$ cat src/rtl/dbg_event_seq.sv
module dbg_event_seq #(
  parameter int CNT_W = 8
) (
  input  logic             clk,
  input  logic             rst_n,
  input  logic             test_rst,
  input  logic             seq_en,
  input  logic             trace_en,
  input  logic             bkpt_a,
  input  logic             bkpt_b,
  input  logic             sw_bkpt,
  input  logic             fifo_frz,
  input  logic             instr_ret,
  input  logic             cnt_load,
  input  logic [CNT_W-1:0] cnt_val,
  input  logic             resume,
  input  logic             res_go,
  input  logic             res_ex,
  input  logic             core_lowpwr,
  input  logic             core_debug,
  output logic             debug_req,
  output logic             flg_sw,
  output logic             flg_trc,
  output logic             flg_frz,
  output logic             flg_armb,
  output logic             flg_arma,
  output logic [1:0]       core_mode
);

  typedef enum logic [1:0] {ARM_IDLE, ARM_B, ARM_CNT} arm_t;

  localparam logic [CNT_W-1:0] CNT_ONE = CNT_W'(1);

  arm_t             arm;
  logic [CNT_W-1:0] cnt;

  wire clr    = test_rst | (resume & res_go & res_ex);
  wire hit_a  = seq_en & bkpt_a & (arm == ARM_IDLE);
  wire hit_b  = seq_en & bkpt_b & (arm == ARM_B);
  wire run    = (arm == ARM_CNT) & trace_en & instr_ret & (cnt != '0);
  wire expire = run & (cnt == CNT_ONE);

  assign core_mode = core_debug ? 2'b10 : (core_lowpwr ? 2'b01 : 2'b00);

  always_ff @(posedge clk or negedge rst_n) begin
    if (!rst_n)              cnt <= '0;
    else if (test_rst)       cnt <= '0;
    else if (cnt_load)       cnt <= cnt_val;
    else if (run && !clr)    cnt <= cnt - CNT_ONE;
  end

  always_ff @(posedge clk or negedge rst_n) begin
    if (!rst_n) begin
      arm       <= ARM_IDLE;
      debug_req <= 1'b0;
      flg_sw    <= 1'b0;
      flg_trc   <= 1'b0;
      flg_frz   <= 1'b0;
      flg_armb  <= 1'b0;
      flg_arma  <= 1'b0;
    end else if (clr) begin
      arm       <= ARM_IDLE;
      debug_req <= 1'b0;
      flg_sw    <= 1'b0;
      flg_trc   <= 1'b0;
      flg_frz   <= 1'b0;
      flg_armb  <= 1'b0;
      flg_arma  <= 1'b0;
    end else begin
      debug_req <= sw_bkpt | expire;
      if (hit_a) begin
        arm      <= ARM_B;
        flg_arma <= 1'b1;
      end
      if (hit_b) begin
        arm      <= ARM_CNT;
        flg_armb <= 1'b1;
      end
      if (sw_bkpt)  flg_sw  <= 1'b1;
      if (expire)   flg_trc <= 1'b1;
      if (fifo_frz) flg_frz <= 1'b1;
    end
  end

endmodule


$ cat config.mk
export PLATFORM = sky130hd
export DESIGN_NAME = dbg_event_seq
export DESIGN_NICKNAME = d
export VERILOG_FILES = /design/src/rtl/dbg_event_seq.sv
export SDC_FILE = /design/constraint.sdc
export NUM_CORES = 1
export LEC_CHECK = 0
export BUFFER_PORTS_ARGS = -buffer_cell sky130_fd_sc_hd__buf_2
export CORE_UTILIZATION = 46
export CTS_BUF_LIST = sky130_fd_sc_hd__clkbuf_8
export DETAILED_ROUTE_END_ITERATION = 16
export GPL_TIMING_DRIVEN = 0
export HOLD_SLACK_MARGIN = 0.15
export PLACE_DENSITY = 0.84
export SLEW_MARGIN = 20
export SYNTH_ARGS = -nofsm -noshare
export SYNTH_HDL_FRONTEND = slang
export SYNTH_SLANG_ARGS = --single-unit
export TNS_END_PERCENT = 20
$ cat constraint.sdc
create_clock -name clk -period 1.8 [get_ports clk]
set_input_delay 0.18 -clock clk [delete_from_list [all_inputs] [get_ports clk]]
set_output_delay 0.18 -clock clk [all_outputs]
set_load 0.05 [all_outputs]
* Word-level counts from Yosys, hierarchy flattened *
Index checks and enable logic that the tools add are counted.

storage, ports and cells
  flip-flop bits (word level) = 16
  input bits = 24
  output and inout port bits = 8
  word-level logic and storage cells = 54

operators by class
  $add $sub $neg = 1
  equal/unequal tests = 3
  multiplexer cells = 19
  bitwise operators = 12
  reductions and logical operators = 11

operator list
  operator               count
  $mux W8                3
  $mux W1                12
  $and A1 B1 Y1          10
  $reduce_bool A2 Y1     5
  $eq A8 B1 Y1 const B   1
  $mux W2                4
  $reduce_bool A8 Y1     1
  $sub A8 B1 Y8 const B  1
  $reduce_bool A3 Y1     2
  $eq A2 B1 Y1 const B   1
  $eq A2 B2 Y1 const B   1
  $logic_not A2 Y1       1
  $or A1 B1 Y1           2
  $logic_and A1 B1 Y1    1
  $logic_not A1 Y1       1

* Depth between registers and ports, before layout *
  depth in word-level cells = 8
  gate-level depth with buffers = 7
  mapped depth without buffers = 6

* Worst setup path after synthesis *
No wires, ideal clock.

  path kind = flip-flop to flip-flop
  from = reg cnt[0]
  to = reg cnt[1]
  library setup time = 0.094 ns
  arrival = 1.662 ns
  required time = 1.706 ns
  path slack = 0.044 ns
  stages on the path, launching flop included = 7
  buffers on the path = 0
  clock period less this slack = 1.756 ns
  cell sequence = dfrtp_1 > inv_1 > ha_1 > nor3b_1 > a211oi_2 > mux2_2 > a211oi_1

on the way
  word-level cells in the longest chain between the ends = 4
  elaborated cells between the ends (all ways) = 8
  those cells by class = add/sub: 1; mux: 3; bitwise: 1; reduce/logical: 3

ends and longest elaborated chain
  element                                              line    source
  start, declared                                      35      logic [CNT_W-1:0] cnt;
  start signal, assigned                               48      else if (cnt_load) cnt <= cnt_val;
  start signal, assigned                               49      else if (run && !clr) cnt <= cnt - CNT_ONE;
  $sub A8 B1 Y8 or $reduce_bool A8 Y1 (tied branches)  49, 40
  $mux W8 or $and A1 B1 Y1 (tied branches)             49, 40
  $mux W8 or $logic_and A1 B1 Y1 (tied branches)       48, 49
  $mux W8 or $reduce_bool A3 Y1 (tied branches)        -

Several ways; a longest one is shown, not always the timed one. The select of a mux whose other input is x is not followed.
A chain may end at the register's enable or synchronous reset.

* Worst setup path in the final report *
  from = reg arm[0]
  to = reg cnt[6]

on the way
  word-level cells in the longest chain between the ends = 6

ends and longest elaborated chain
  element                       line  source
  start, declared               34    arm_t arm;
  start signal, assigned        54    arm <= ARM_IDLE;
  start signal, assigned        62    arm <= ARM_IDLE;
  start signal, assigned        72    arm <= ARM_B;
  $eq A2 B2 Y1                  40    wire run = (arm == ARM_CNT) & trace_en & instr_ret & (cnt != '0);
  $and A1 B1 Y1 (3 in series)   40
  $logic_and A1 B1 Y1           49
  $reduce_bool A3 Y1 (no line)  -

Every way passes these cells.

==> impl_metrics.toml <==
[timing]
layout_setup_ws_ns = -0.0937
finalHoldViolations = 0
finalCriticalPeriod_ns = 1.89
fraction_of_the_cycle_the_final_worst_path_needs_pct = 105
worst_slew_pin_slew_ns = 0.531
rsz0062_at_grt = "true"
finalSetupViolations = 6
fmax_mhz = 528
whs_ns = 0.149
finClkSkew_ns = 0.00555
report.final.slew_viol_count = 0
relative_slew_slack_pct = 64.6

[critical_path]
cp_slowest_cell = "sky130_fd_sc_hd__dfrtp_1"
cp.required_ns = 1.96
timing.critical_path.from = "arm[0]"
timing.critical_path.to_type = "flop"
worst_setup_endpoint = "cnt[6]"
reg2reg_to = "cnt[6]"
timing.setup.critical_path_class = "flop to flop"
critical_path.reg2reg.startpoint = "arm[0]"
r2r_cell_count = 6
cells_traversed_along_the_worst_timing_path = "nand4b_1, a211oi_4, buf_6, buf_4, a311oi_1, a2111oi_2"
rrSetupSlack_ns = -0.09
arrival_ns = 2.05
critical_path.max_fanout = 5
critical_path.max_stage_delay_ns = 0.40
startpoint_type = "flop"

[synthesis]
synth_cell_type_count = 35
synth_top_cells_by_area = "sky130_fd_sc_hd__dfrtp_1 43%, sky130_fd_sc_hd__o21a_1 4.9%, sky130_fd_sc_hd__ha_1 4.1%, sky130_fd_sc_hd__nor2_1 4.1%, sky130_fd_sc_hd__a311oi_1 3.8%"
synth_area_leader_cell = "sky130_fd_sc_hd__dfrtp_1"
synth_top_cells_by_count = "16 x sky130_fd_sc_hd__dfrtp_1, 10 x sky130_fd_sc_hd__nor2_1, 8 x sky130_fd_sc_hd__inv_1"
syn_area_per_cell_um2 = 10.3
synthesis.area_um2 = 926
synthFlopType = "sky130_fd_sc_hd__dfrtp_1"
ys_warn_count = 0
async_flop_share_pct = 100
synth.most_common_cell = "sky130_fd_sc_hd__dfrtp_1"
synth-edff-count = 0
synth_top_cell_area_share_pct = 43.2
synth_nets = 117
synth.yosys.seq_area_share_pct = 43.2
postSynthCellCount = 90
postSynthRegisterBits = 16

[routing]
initialDrtViolationCount = 17
drtPass1Iterations = 4
vias = 901
detail_route.wl_per_cell_um = 15.6
drc = 0
wirelength_um = 2540
route.antenna.remaining_nets = 0
vias_per_cell = 5.53

[cts]
cts.root.buffer_cell = "sky130_fd_sc_hd__clkbuf_8"
h-tree-depth = 1
sinks_on_the_clock_net = 16
cts_buffers = 3
tritoncts_clock_tree = "built"
clk_pin_slew_ns = 0.07
cts-root-to-sink-buffers = 2
clk_latency_ns = 0.27

[place]
numPlacedInstances = 145
dpl.hpwl_um = 1430
portBuffers = 30
gp_congestion = 0.824
placement.cell_area_um2 = 1110

[final_layout]
drive_gt1_share_pct = 44.9
finalInstanceArea_um2 = 1320
finalNetCount = 166
fillerInstances = 136
flow.area_growth_from_synthesis_pct = 42.4
footprint_of_the_multi_input_gates_um2 = 514
insertedDiodeCount = 0
instances_no_fill = 163
register_area_um2 = 400

[outcome]
violated_checks = "setup timing"
result_of_the_run = "finished, violations left"

[global_route]
first_pass_grt_wire_length_um = 3170
grt_util_all_layers_pct = 20.9
grt_start_max_net_pins = 17
initial_antenna_violation_count = 0
grt_pass1_vias = 789
grt.overflow.total = 0

[min_path]
whs_path_depth = 2
timing.hold.worst.class = "input port to flop"

[floorplanning]
start_util_pct = 51.4
die_w_um = 46.9
boundaryPins = 32
std_cell_rows = 15
die_area_um2 = 2200
dieHeight_um = 46.9
core_region_area_um2 = 1800

[power]
power.static_leakage_nw = 0.624
p_per_area_nw_per_um2 = 724
irDropWorstVdd_mv = 0.646

[flow_run]
drv_cap = 0
[per-layer routing]
layer	up-vias	wire length, um	track usage [%]
li1	430	-	-
met1	415	1060	24.0
met2	45	1240	35.6
met3	11	149	3.85
met4	0	92	13.7
met5	-	0	0
[layout make-up]
class                   instances  area share [%]
inverters                       9            2.56
flip-flops and latches         16            30.4
plain buffers                   4            1.99
well taps                      25            2.37
repair buffers                 44            19.5
clock buffers                   4            4.17
multi-input cells              61            39.0
[cell usage in the layout, fill, tap and decap left out, types with 2 or more instances in the layout]
cell                            Yosys  final
sky130_fd_sc_hd__a2111oi_2          2      2
sky130_fd_sc_hd__a211oi_1           2      2
sky130_fd_sc_hd__a21oi_1            2      2
sky130_fd_sc_hd__a311oi_1           4      3
sky130_fd_sc_hd__a31o_1             2      2
sky130_fd_sc_hd__a31oi_1            3      3
sky130_fd_sc_hd__and3_2             2      2
sky130_fd_sc_hd__buf_2              0     31
sky130_fd_sc_hd__buf_4              1     12
sky130_fd_sc_hd__clkbuf_1           2      2
sky130_fd_sc_hd__clkbuf_8           0      4
sky130_fd_sc_hd__dfrtp_1           16     16
sky130_fd_sc_hd__dlygate4sd3_1      0      2
sky130_fd_sc_hd__ha_1               3      2
sky130_fd_sc_hd__inv_1              8      6
sky130_fd_sc_hd__inv_2              0      2
sky130_fd_sc_hd__nand4_1            2      2
sky130_fd_sc_hd__nor2_1            10     10
sky130_fd_sc_hd__nor2b_1            4      4
sky130_fd_sc_hd__nor3_1             3      3
sky130_fd_sc_hd__o21a_1             6      6
[cell families after synthesis]
logic type,share of synthesized area [%]
simple gates,21.5
fa+ha+maj,4.05
mux,1.22
flops,43.2
xor+xnor,0.946
compound gates,22.6
buf+inv,6.49
[sequential cells by signal, indices dropped and copies added (netlist names)]
register and flops:
arm 2, cnt 8, debug_req 1, flg_arma 1, flg_armb 1, flg_frz 1
flg_sw 1, flg_trc 1
[worst max-delay path: cells and delay by family (launching register included)]
kind	cells	cell delay, ns
and+or+nand+nor	1	0.32
AOI/OAI and AO/OA	3	0.78
buffers and inverters	2	0.28
DFF	1	0.40
[what timing repair did]
action | 4_1_cts | 5_1_grt
cloned | 1 | 0
buffers inserted | 2 | 9
endpoints found under the setup margin | 8 | 8
pin swaps | 1 | 3
hold endpoints to repair | 17 | 0
gates resized for setup | 2 | 7
hold buffers | 2 | 0
[where the power goes]
part / switching [mW] / internal (mW) / total [mW] / leakage (nW)
combinational: 0.122 / 0.0923 / 0.214 / 0.384
clock: 0.142 / 0.195 / 0.337 / 0.0288
sequential: 0.0234 / 0.380 / 0.403 / 0.211
[per-stage QoR]
| stage | setup TNS (ns) | power [mW] | setup slack (ns) | util, % |
|---|---|---|---|---|
| global placement | -0.422 | 0.569 | -0.0893 | 61.5 |
| global route | -0.848 | 0.986 | -0.155 | 73.2 |
| CTS | -0.0524 | 0.907 | -0.0275 | 67.0 |
| finish | -0.314 | 0.955 | -0.0937 | 73.2 |
| detailed placement | -0.704 | 0.577 | -0.134 | 61.5 |
| floorplan | 0 | 0.517 | 0.0439 | - |
[how the worst min path moves through the flow]
stage	slack [ns]	end	startpoint
6_report	0.15	flg_sw	sw_bkpt
5_1_grt	0.16	flg_sw	sw_bkpt
4_1_cts	0.16	flg_sw	sw_bkpt
3_5_place_dp	0.11	flg_arma	rst_n
3_3_place_gp	0.11	flg_arma	rst_n
2_1_floorplan	-0.12	arm[0]	rst_n
Power figures use the tool's default switching activity.
